$ cat src/rtl/ac97_link_pkg.sv
package ac97_link_pkg;

    typedef enum logic [1:0] {
        S_HOLD,
        S_LEAD,
        S_TAG,
        S_SLOT
    } link_state_e;

    function automatic int frame_bits(input int tag_w, input int slot_w, input int n_slots);
        return tag_w + slot_w * n_slots;
    endfunction

endpackage

$ cat src/rtl/ac97_frame_seq.sv
module ac97_frame_seq
    import ac97_link_pkg::*;
#(
    parameter int TAG_W     = 16,
    parameter int SLOT_W    = 20,
    parameter int NUM_SLOTS = 12
) (
    input  logic bit_clk,
    input  logic rst_n,
    output logic link_active,
    output logic frame_start,
    output logic last_bit,
    output logic frm_sync,
    output logic codec_rst_n
);
    localparam int FRAME_LEN = frame_bits(TAG_W, SLOT_W, NUM_SLOTS);
    localparam int CNT_W     = $clog2(FRAME_LEN);
    localparam logic [CNT_W-1:0] LAST_IDX = CNT_W'(FRAME_LEN - 1);
    localparam logic [CNT_W-1:0] TAG_END  = CNT_W'(TAG_W - 1);
    localparam logic [CNT_W-1:0] SYNC_END = CNT_W'(TAG_W - 2);

    link_state_e      state_q, state_d;
    logic [CNT_W-1:0] bit_q, bit_d;

    // Next-state logic
    always_comb begin
        state_d = state_q;
        bit_d   = bit_q;
        unique case (state_q)
            S_HOLD: begin
                state_d = S_LEAD;
                bit_d   = '0;
            end
            S_LEAD: begin
                state_d = S_TAG;
                bit_d   = '0;
            end
            S_TAG: begin
                bit_d = bit_q + 1'b1;
                if (bit_q == TAG_END) state_d = S_SLOT;
            end
            S_SLOT: begin
                if (bit_q == LAST_IDX) begin
                    state_d = S_TAG;
                    bit_d   = '0;
                end else begin
                    bit_d = bit_q + 1'b1;
                end
            end
        endcase
    end

    // State register
    always_ff @(posedge bit_clk or negedge rst_n) begin
        if (!rst_n) begin
            state_q <= S_HOLD;
            bit_q   <= '0;
        end else begin
            state_q <= state_d;
            bit_q   <= bit_d;
        end
    end

    // Outputs
    always_comb begin
        link_active = 1'b0;
        last_bit    = 1'b0;
        frame_start = 1'b0;
        frm_sync    = 1'b0;
        codec_rst_n = 1'b1;
        unique case (state_q)
            S_HOLD: codec_rst_n = 1'b0;
            S_LEAD: begin
                frm_sync    = 1'b1;
                frame_start = 1'b1;
            end
            S_TAG: begin
                link_active = 1'b1;
                frm_sync    = (bit_q <= SYNC_END);
            end
            S_SLOT: begin
                link_active = 1'b1;
                last_bit    = (bit_q == LAST_IDX);
                frm_sync    = (bit_q == LAST_IDX);
                frame_start = (bit_q == LAST_IDX);
            end
        endcase
    end

    p_sync_fall_r2: assert property (@(posedge bit_clk) disable iff (!rst_n)
        $fell(frm_sync) |-> (state_q == S_TAG && bit_q == TAG_END));

    p_wrap_r1: assert property (@(posedge bit_clk) disable iff (!rst_n)
        (state_q == S_SLOT && bit_q == LAST_IDX) |=> (state_q == S_TAG && bit_q == '0));

    p_lead_once_r7: assert property (@(posedge bit_clk) disable iff (!rst_n)
        (state_q == S_LEAD) |=> (state_q == S_TAG));

endmodule

$ cat src/rtl/ac97_tx_serializer.sv
module ac97_tx_serializer #(
    parameter int FRAME_LEN = 256
) (
    input  logic                 bit_clk,
    input  logic                 rst_n,
    input  logic                 load,
    input  logic                 active,
    input  logic [FRAME_LEN-1:0] frame_word,
    output logic                 ser_out
);
    logic [FRAME_LEN-1:0] shift_q;

    always_ff @(posedge bit_clk or negedge rst_n) begin
        if (!rst_n) begin
            shift_q <= '0;
        end else if (load) begin
            shift_q <= frame_word;
        end else if (active) begin
            shift_q <= {shift_q[FRAME_LEN-2:0], 1'b0};
        end
    end

    assign ser_out = active & shift_q[FRAME_LEN-1];

    p_load_msb_r3: assert property (@(posedge bit_clk) disable iff (!rst_n)
        load |=> (ser_out == $past(frame_word[FRAME_LEN-1])));

endmodule

$ cat src/rtl/ac97_rx_deserializer.sv
module ac97_rx_deserializer #(
    parameter int TAG_W     = 16,
    parameter int SLOT_W    = 20,
    parameter int NUM_SLOTS = 12
) (
    input  logic                        bit_clk,
    input  logic                        rst_n,
    input  logic                        active,
    input  logic                        last_bit,
    input  logic                        ser_in,
    output logic [TAG_W-1:0]            rx_tag,
    output logic [SLOT_W*NUM_SLOTS-1:0] rx_slots,
    output logic                        rx_frame_done
);
    localparam int FRAME_LEN = TAG_W + SLOT_W * NUM_SLOTS;

    logic [FRAME_LEN-2:0] shift_q;
    logic [FRAME_LEN-1:0] word_q;

    always_ff @(negedge bit_clk or negedge rst_n) begin
        if (!rst_n) begin
            shift_q       <= '0;
            word_q        <= '0;
            rx_frame_done <= 1'b0;
        end else begin
            rx_frame_done <= 1'b0;
            if (active) begin
                shift_q <= {shift_q[FRAME_LEN-3:0], ser_in};
                if (last_bit) begin
                    word_q        <= {shift_q, ser_in};
                    rx_frame_done <= 1'b1;
                end
            end
        end
    end

    assign rx_tag   = word_q[FRAME_LEN-1 -: TAG_W];
    assign rx_slots = word_q[SLOT_W*NUM_SLOTS-1:0];

    p_done_single_r5: assert property (@(negedge bit_clk) disable iff (!rst_n)
        rx_frame_done |=> !rx_frame_done);

    p_word_stable_r4: assert property (@(negedge bit_clk) disable iff (!rst_n)
        !rx_frame_done |-> $stable(word_q));

endmodule

$ cat src/rtl/ac97_frame_engine.sv
module ac97_frame_engine
    import ac97_link_pkg::*;
#(
    parameter int TAG_W     = 16,
    parameter int SLOT_W    = 20,
    parameter int NUM_SLOTS = 12
) (
    input  logic                        bit_clk,
    input  logic                        rst_n,
    input  logic                        ser_in,
    input  logic [TAG_W-1:0]            tx_tag,
    input  logic [SLOT_W*NUM_SLOTS-1:0] tx_slots,
    output logic                        frm_sync,
    output logic                        ser_out,
    output logic                        codec_rst_n,
    output logic [TAG_W-1:0]            rx_tag,
    output logic [SLOT_W*NUM_SLOTS-1:0] rx_slots,
    output logic                        rx_frame_done
);
    localparam int FRAME_LEN = frame_bits(TAG_W, SLOT_W, NUM_SLOTS);

    logic link_active;
    logic frame_start;
    logic last_bit;

    ac97_frame_seq #(
        .TAG_W(TAG_W), .SLOT_W(SLOT_W), .NUM_SLOTS(NUM_SLOTS)
    ) u_seq (
        .bit_clk     (bit_clk),
        .rst_n       (rst_n),
        .link_active (link_active),
        .frame_start (frame_start),
        .last_bit    (last_bit),
        .frm_sync    (frm_sync),
        .codec_rst_n (codec_rst_n)
    );

    ac97_tx_serializer #(
        .FRAME_LEN(FRAME_LEN)
    ) u_tx (
        .bit_clk    (bit_clk),
        .rst_n      (rst_n),
        .load       (frame_start),
        .active     (link_active),
        .frame_word ({tx_tag, tx_slots}),
        .ser_out    (ser_out)
    );

    ac97_rx_deserializer #(
        .TAG_W(TAG_W), .SLOT_W(SLOT_W), .NUM_SLOTS(NUM_SLOTS)
    ) u_rx (
        .bit_clk       (bit_clk),
        .rst_n         (rst_n),
        .active        (link_active),
        .last_bit      (last_bit),
        .ser_in        (ser_in),
        .rx_tag        (rx_tag),
        .rx_slots      (rx_slots),
        .rx_frame_done (rx_frame_done)
    );

    // quiet link while the codec is held in reset
    always @(posedge bit_clk) begin
        if (!codec_rst_n) begin
            p_hold_quiet_r6: assert (!frm_sync && !ser_out);
        end
    end

endmodule

$ cat config.mk
export PLATFORM = sky130hd
export DESIGN_NAME = ac97_frame_engine
export DESIGN_NICKNAME = d
export VERILOG_FILES = /design/src/rtl/ac97_link_pkg.sv /design/src/rtl/ac97_frame_seq.sv /design/src/rtl/ac97_tx_serializer.sv /design/src/rtl/ac97_rx_deserializer.sv /design/src/rtl/ac97_frame_engine.sv
export SDC_FILE = /design/constraint.sdc
export NUM_CORES = 1
export LEC_CHECK = 0
export ABC_AREA = 1
export BUFFER_PORTS_ARGS = -buffer_cell sky130_fd_sc_hd__buf_2
export CAP_MARGIN = 20
export CORE_ASPECT_RATIO = 0.5
export CORE_MARGIN = 3
export CORE_UTILIZATION = 57
export CTS_CLUSTER_DIAMETER = 100
export DETAILED_ROUTE_END_ITERATION = 10
export GPL_TIMING_DRIVEN = 0
export PLACE_DENSITY = 0.79
export SYNTH_ARGS = -nofsm -noshare
export SYNTH_HDL_FRONTEND = slang
export SYNTH_HIERARCHICAL = 1
export SYNTH_SLANG_ARGS = --single-unit
$ cat constraint.sdc
create_clock -name bit_clk -period 1.94 [get_ports bit_clk]
set_input_delay 0.388 -clock bit_clk [delete_from_list [all_inputs] [get_ports bit_clk]]
set_output_delay 0.388 -clock bit_clk [all_outputs]
set_load 0.05 [all_outputs]
After elaboration in Yosys (flattened, before gate mapping). Index checks and enable logic that the tools add are counted.

$add $sub $neg: 1. $lt $le $gt $ge: 1. Equal/unequal tests: 7. Mux-type cells: 14. Bitwise gates (word level): 1. Reductions and logical operators: 6.

Operators with widths (count): $mux 256 (2); $pmux 8 s3 (1); $add 8x1->8 const B (1); $eq 8x4->1 const B (1); $eq 8x8->1 const B (1); $le 8x4->1 const B (1); $mux 8 (1); $pmux 2 s4 (1); $mux 1 (5); $eq 2x2->1 const B (2); $mux 2 (2); $ne 2x1->1 const B (2); $reduce_and 2->1 (2); $reduce_or 2->1 (2); $pmux 1 s3 (1); $eq 2x1->1 const B (1); $logic_not 2->1 (1); $pmux 1 s2 (1); $reduce_bool 2->1 (1); $and 1x1->1 (1).

Register bits: 778. Input port bits: 259. Output and inout port bits: 260. Word-level logic and storage cells: 36.

Logic depth before layout (Yosys ltp). Gate-level depths: netlist of the first run.

Depth in word-level cells: 5. Depth in mapped cells: 11. Mapped depth without buffers: 8.

Hierarchy. Netlist of the first run, hierarchy kept.

By module, submodules not included: ac97_rx_deserializer (times used 1, cells each 2189, area an instance 19992.9 um^2, seq. area each 12812.3 um^2); ac97_tx_serializer (times used 1, cells each 1397, area an instance 11658.7 um^2, seq. area each 6406.1 um^2); ac97_frame_seq (times used 1, cells each 75, area an instance 575.6 um^2, seq. area each 250.2 um^2).

==> flow_metrics.tcl, run 1 <==
set metrics [dict create \
    cp.arrival_ns 2.24 \
    r2r_slack_ns -0.85 \
    p_per_area_nw_per_um2 785 \
    slew_headroom 0.565 \
    cts_inserted_buffers 68 \
    ant_nets 0 \
    rsz0062_at_grt "yes" \
    cts_buffer_depth 3 \
    yosysSeqAreaShare 0.604 \
    violations "negative setup slack" \
    swShare 0.215 \
    cp_max_fo 7 \
    htree_levels 3 \
    routedWlPerCell_microns 16.6 \
    synth_fp_nets 3922 \
    regArea_sq_um 19500 \
    yosys_register_bits 778 \
    status "finished with violations" \
    dp_cells 4929 \
    setup_slack_ns -0.848 \
    clk_latency_ns 0.58 \
    grt_pass1_wl_microns 133000 \
    min-delay-path-class "input port to async pin" \
    fill_cells 4009 \
    area_growth_pct 24.2 \
    num_io_pins 519 \
    pwr-share-comb 0.035 \
    synth.distinct_cells 25 \
    dr.pass1.iters 6 \
    synth_top_area_share 0.398 \
    clockPowerShare 0.433 \
    synth_area_per_cell_sq_um 8.80 \
    timing.hold.ws_ns 0.0221 \
    drv_slew 0 \
    final_area_sq_um 40000 \
    die_width_microns 342 \
    internal_power_w 0.0247 \
    clock_skew_ns 0.0202 \
    dieArea_sq_um 59600 \
    vias 27400 \
    overflow 0 \
    worstSetupPathType "register to register" \
    power_switching_w 0.00677 \
    cp-start-kind "register" \
    multi_input_area_sq_um 10400 \
    drcViolationCount 0 \
    path_clk_slew_ns 0.07 \
    die_h_microns 174 \
    place_area_sq_um 36100 \
    antenna_found_initial 20 \
    drtIter0Drc 2361 \
    dp_hpwl_microns 57200 \
    final_cells 5151 \
    cts_tree "yes" \
    initial_core_util 0.588 \
    tightest_slew_ns 0.653 \
    p_leak_nw 20.9 \
    synth_top_area_cell "dfrtn_1" \
    portBuffers 518 \
    max-cap-violations 0 \
    coreArea_sq_um 54800 \
    cts-root-buf "clkbuf_16" \
    yosys-top-cells-area "dfrtn_1 (40%), dfrtp_1 (21%), nand2_1 (15%), nand3_1 (12%), o21ai_0 (4.0%)" \
    synth_warnings 6 \
    layout-drive-gt1-share 0.218 \
    setup_viol 1049 \
    gp_congestion 0.861 \
    grt_usage 0.273 \
    synthesis.area_sq_um 32200 \
    required_ns 1.39 \
    grt_pass1_vias 26600 \
    finalHoldViolations 0 \
    ir_worst_vdd_v 0.000513 \
    fin_nets 4603 \
    netlist_instances 3661 \
    std_cell_rows 60 \
    power.share.sequential 0.532 \
    via_per_inst 5.31 \
    wl_microns 85600 \
    end_kind "register" \
    grt_max_degree 130 \
    cts_sinks 778 \
]
==> layout make-up <==
cell class | instances | share of cell area
diodes | 16 | 0.00100
inverters | 267 | 0.0250
clock buffers | 102 | 0.0514
repair buffers | 611 | 0.100
clock inverters | 17 | 0.00363
well taps | 744 | 0.0233
flip-flops and latches | 778 | 0.486
plain buffers | 257 | 0.0482
multi-input cells | 2359 | 0.261
==> cells in the mapped netlist <==
cell type / count
a21oi_1: 1
a21oi_2: 1
buf_1: 15
buf_2: 141
buf_4: 30
buf_6: 36
clkbuf_1: 35
dfrtn_1: 512
dfrtp_1: 266
ha_1: 2
inv_1: 266
inv_2: 1
nand2_1: 1299
nand2_2: 3
nand3_1: 771
nand4_1: 1
nor2_1: 16
nor2_2: 2
nor2_4: 1
nor2_8: 1
nor3_1: 1
o21ai_0: 256
o21bai_1: 1
o21bai_4: 1
xnor2_1: 2
==> power by group through the flow <==
stage	registers, W	logic [W]	clock network [W]
6_report	0.0167	0.00110	0.0136
5_1_grt	0.0167	0.00124	0.0146
4_1_cts	0.0167	0.00106	0.0138
3_5_place_dp	0.0170	0.000976	0
3_3_place_gp	0.0170	0.000902	0
2_1_floorplan	0.0170	0.000263	0
==> final timing paths <==
path / from / endpoint / cells after the start
worst max-delay path: u_seq/bit_q[4] / u_rx/word_q[57] / 10
worst min-delay path: rst_n / u_tx/shift_q[24] / 2
worst max register to register: u_seq/bit_q[4] / u_rx/word_q[57] / 10
worst min register to register: u_rx/word_q[200] / u_rx/word_q[200] / 2
max in group asynchronous: rst_n / u_rx/word_q[184] / 3
min in group bit_clk: tx_slots[66] / u_tx/shift_q[66] / 3
==> worst max-delay path, stage by stage (launching register included) <==
cell and delay [ns]:
dfrtp_1 0.44, nand2_1 0.11, nor2_2 0.11, nand4_1 0.12, inv_1 0.09, buf_6 0.15
nand2_8 0.13, clkbuf_16 0.22, clkbuf_16 0.17, nand2_2 0.06, nand2_1 0.04
==> routing by layer <==
layer	track usage	up-vias	wire [microns]
li1	-	13000	-
met1	0.344	13300	34600
met2	0.471	787	43900
met3	0.0442	184	3890
met4	0.112	8	3130
met5	0	-	50
==> through the flow <==
stage / power, W / TNS [ns] / utilization / setup WS (ns)
2_1_floorplan: 0.0172 / -292.50 / - / -0.634
3_3_place_gp: 0.0179 / - / 0.656 / -16.21
3_5_place_dp: 0.0180 / -1076.04 / 0.660 / -1.56
4_1_cts: 0.0316 / -699.72 / 0.713 / -0.818
5_1_grt: 0.0326 / -633.72 / 0.730 / -0.933
6_report: 0.0314 / -544.76 / 0.731 / -0.848
==> registers in the layout, indices dropped and copies added, names as in the netlist <==
signal	flops
u_rx/rx_frame_done	1
u_rx/shift_q	255
u_rx/word_q	256
u_seq/bit_q	8
u_seq/state_q	2
u_tx/shift_q	256
==> cell usage in the layout, fill, tap and decap left out, types with 2 or more instances in the layout <==
cell type / netlist / layout
nand3_1: 771 / 770
inv_1: 266 / 264
o21ai_0: 256 / 256
clkinv_1: 0 / 2
buf_4: 30 / 56
clkbuf_4: 0 / 3
nor2_2: 2 / 2
buf_2: 141 / 626
inv_2: 1 / 3
clkinv_2: 0 / 10
nand2_2: 3 / 39
diode_2: 0 / 16
dfrtp_1: 266 / 265
buf_12: 0 / 7
nand2_1: 1299 / 1251
nand2_4: 0 / 11
dfrtn_1: 512 / 512
clkbuf_8: 0 / 13
nor2_1: 16 / 16
xnor2_1: 2 / 2
clkbuf_2: 0 / 3
buf_8: 0 / 22
bufinv_16: 0 / 2
dlygate4sd3_1: 0 / 47
clkbuf_16: 0 / 95
buf_6: 36 / 44
clkbuf_1: 35 / 44
buf_16: 0 / 9
==> kinds of logic after synthesis <==
logic type	share of synthesized area
and+or+nand+nor	0.275
DFF	0.604
AOI/OAI and AO/OA	0.0410
xor gates and xnor gates	0.000544
adders and majority gates	0.000776
buffers and inverters	0.0784
==> repair_timing <==
action,CTS,global route
endpoints found under the hold margin,122,77
buffers inserted,10,5
setup endpoints to repair,1392,1407
hold buffers,45,4
gates resized for setup,55,83
gates cloned,1,22
pin swaps,3,6
Power figures use the tool's default switching activity.
==> inputs of run 2 (changes only) <==
==> constraint.sdc (replaced) <==
create_clock -name bit_clk -period 1.94 [get_ports bit_clk]
set_input_delay 0.388 -clock bit_clk [delete_from_list [all_inputs] [get_ports bit_clk]]
set_output_delay 0.388 -clock bit_clk [all_outputs]
set_load 0.01 [all_outputs]
==> flow_metrics.tcl, run 2 (synthesis results as in run 1) <==
set metrics [dict create \
    die_h_microns 174 \
    dp_hpwl_microns 57200 \
    cp.arrival_ns 2.29 \
    top_regs "u_rx/word_q x256, u_tx/shift_q x256, u_rx/shift_q x255" \
    required_ns 1.40 \
    clock_skew_ns 0.0355 \
    routedWlPerCell_microns 18.7 \
    grt_pass1_vias 27800 \
    worstSetupPathType "register to register" \
    rr_endpoint "u_rx/word_q[89]" \
    p_per_area_nw_per_um2 726 \
    wl_met1_microns 37400 \
    clk_latency_ns 0.60 \
    grt_usage 0.292 \
    wl_microns 97900 \
    cts_inserted_buffers 68 \
    grt_pass1_wl_microns 141000 \
    met3_length_microns 4990 \
    max_stage_delay_ns 0.39 \
    hp-start "tx_slots[165]" \
    cts_tree "yes" \
    crit_buf_inv 5 \
    tightest_slew_ns 0.974 \
    dieArea_sq_um 59600 \
    p_leak_nw 22.1 \
    final_common_cell "nand2_1" \
    portBuffers 518 \
    topRoutingLayerUsed "met4" \
    setup_viol 1023 \
    std_cell_rows 60 \
    fill_cells 3329 \
    cts_buffer_depth 3 \
    dr.pass1.iters 5 \
    ant_nets 0 \
    violations "negative setup slack" \
    path_clk_slew_ns 0.07 \
    finalHoldViolations 0 \
    slowest_stage "dfrtp_1" \
    min-delay-path-class "input port to register" \
    ir_worst_vdd_v 0.000537 \
    via_per_inst 5.56 \
    dp_cells 4929 \
    area_growth_pct 35.5 \
    drcViolationCount 0 \
    grt_max_degree 127 \
    htree_levels 3 \
    antenna_found_initial 12 \
    r2r-start "u_seq/bit_q[1]" \
    final_cell_mix "nand2_1 (918), nand3_1 (750), buf_2 (605)" \
    setup_slack_ns -0.891 \
    slew_headroom 0.348 \
    overflow 0 \
    final_cells 5230 \
    cp_max_fo 6 \
    met2_length_microns 50300 \
    cts-root-buf "clkbuf_16" \
    tns_ns -560.59 \
    drtIter0Drc 2501 \
    max-cap-violations 0 \
    regArea_sq_um 19500 \
    initial_core_util 0.588 \
    rsz0062_at_grt "yes" \
    num_io_pins 519 \
    cts_sinks 778 \
    drv_slew 0 \
    die_width_microns 342 \
    worstPathCellList "ha_4, inv_2, nor2_4, nand4_1, inv_2, buf_12, nand2_8, clkbuf_16, clkbuf_16, nand2_2, nand2_1" \
    r2r_slack_ns -0.89 \
    fin_nets 4686 \
    min_to "u_tx/shift_q[165]" \
    coreArea_sq_um 54800 \
    status "finished with violations" \
    vias 29100 \
    multi_input_area_sq_um 12300 \
    layout-drive-gt1-share 0.326 \
    end_kind "register" \
    rr_worst_depth 11 \
    timing.hold.ws_ns 0.0263 \
    hold_path_depth 3 \
    gp_congestion 0.876 \
    cp_top_family "buffers and inverters" \
    cp-start-kind "register" \
]
[run 2: changes by cell type in the layout (fill, tap and decap cells not counted), moves of 19 or more]
cell	change
nand2_1	-333
nand3_2	+21
o21ai_1	+83
o21ai_2	+76
buf_12	+19
nand2_4	+126
dlygate4sd3_1	+32
o21ai_0	-159
buf_2	-21
clkbuf_1	-19
buf_8	+21
nand3_1	-20
clkbuf_16	+19
nand2_2	+207
[run 2: what timing repair did]
item / 4_1_cts / 5_1_grt
buffers inserted: 26 / 20
cloned: 24 / 33
hold endpoints to repair: 94 / 0
setup endpoints to repair: 1299 / 1431
gates resized for setup: 289 / 753
hold buffers: 79 / 0
pin swaps: 7 / 10
[run 2: worst max-delay path by stage]
stage / from / end / depth (start not counted) / slack [ns]
2_1_floorplan: u_seq/bit_q[1] / u_rx/word_q[195] / 11 / -0.62
3_3_place_gp: rst_n / u_rx/word_q[194] / 1 / -16.10
3_5_place_dp: u_seq/bit_q[1] / u_rx/word_q[105] / 10 / -1.32
4_1_cts: u_seq/bit_q[0] / u_rx/word_q[30] / 11 / -0.83
5_1_grt: u_seq/bit_q[1] / u_rx/word_q[89] / 11 / -0.96
6_report: u_seq/bit_q[1] / u_rx/word_q[89] / 11 / -0.89
[run 2: tightest hold or removal path, stage by stage]
cell and delay (ns):
buf_2 0.08, nand2_1 0.05, nand3_1 0.07
[run 2: where the power goes]
group,switching (W),leakage (nW),total [W],internal (W)
clock network,0.00607,1.09,0.0139,0.00779
registers,0.000177,10.2,0.0167,0.0166
logic,0.000631,10.8,0.00113,0.000499
total,0.00688,22.1,0.0317,0.0248
[run 2: cell type report]
| cell class | instances | share of cell area |
|---|---|---|
| clock inverter | 13 | 0.00327 |
| inverter | 267 | 0.0230 |
| tap | 744 | 0.0213 |
| antenna | 13 | 0.000745 |
| buffer | 257 | 0.0560 |
| clock buffer | 105 | 0.0476 |
| timing repair buffer | 693 | 0.120 |
| multi-input combinational | 2360 | 0.282 |
| sequential | 778 | 0.446 |
[run 2: metal layers]
metal	up-vias	GRT usage
met5	-	0
met4	0	0.137
met3	329	0.0412
met2	1151	0.505
met1	14400	0.364
li1	13200	-
[run 2: metrics by stage]
stage	area (sq um)	worst slack [ns]	total power, W	utilization
2_1_floorplan	32500	-0.624	0.0172	-
3_3_place_gp	36000	-16.10	0.0179	0.657
3_5_place_dp	36200	-1.32	0.0180	0.660
4_1_cts	40800	-0.832	0.0318	0.745
5_1_grt	43700	-0.959	0.0327	0.797
6_report	43700	-0.891	0.0317	0.797
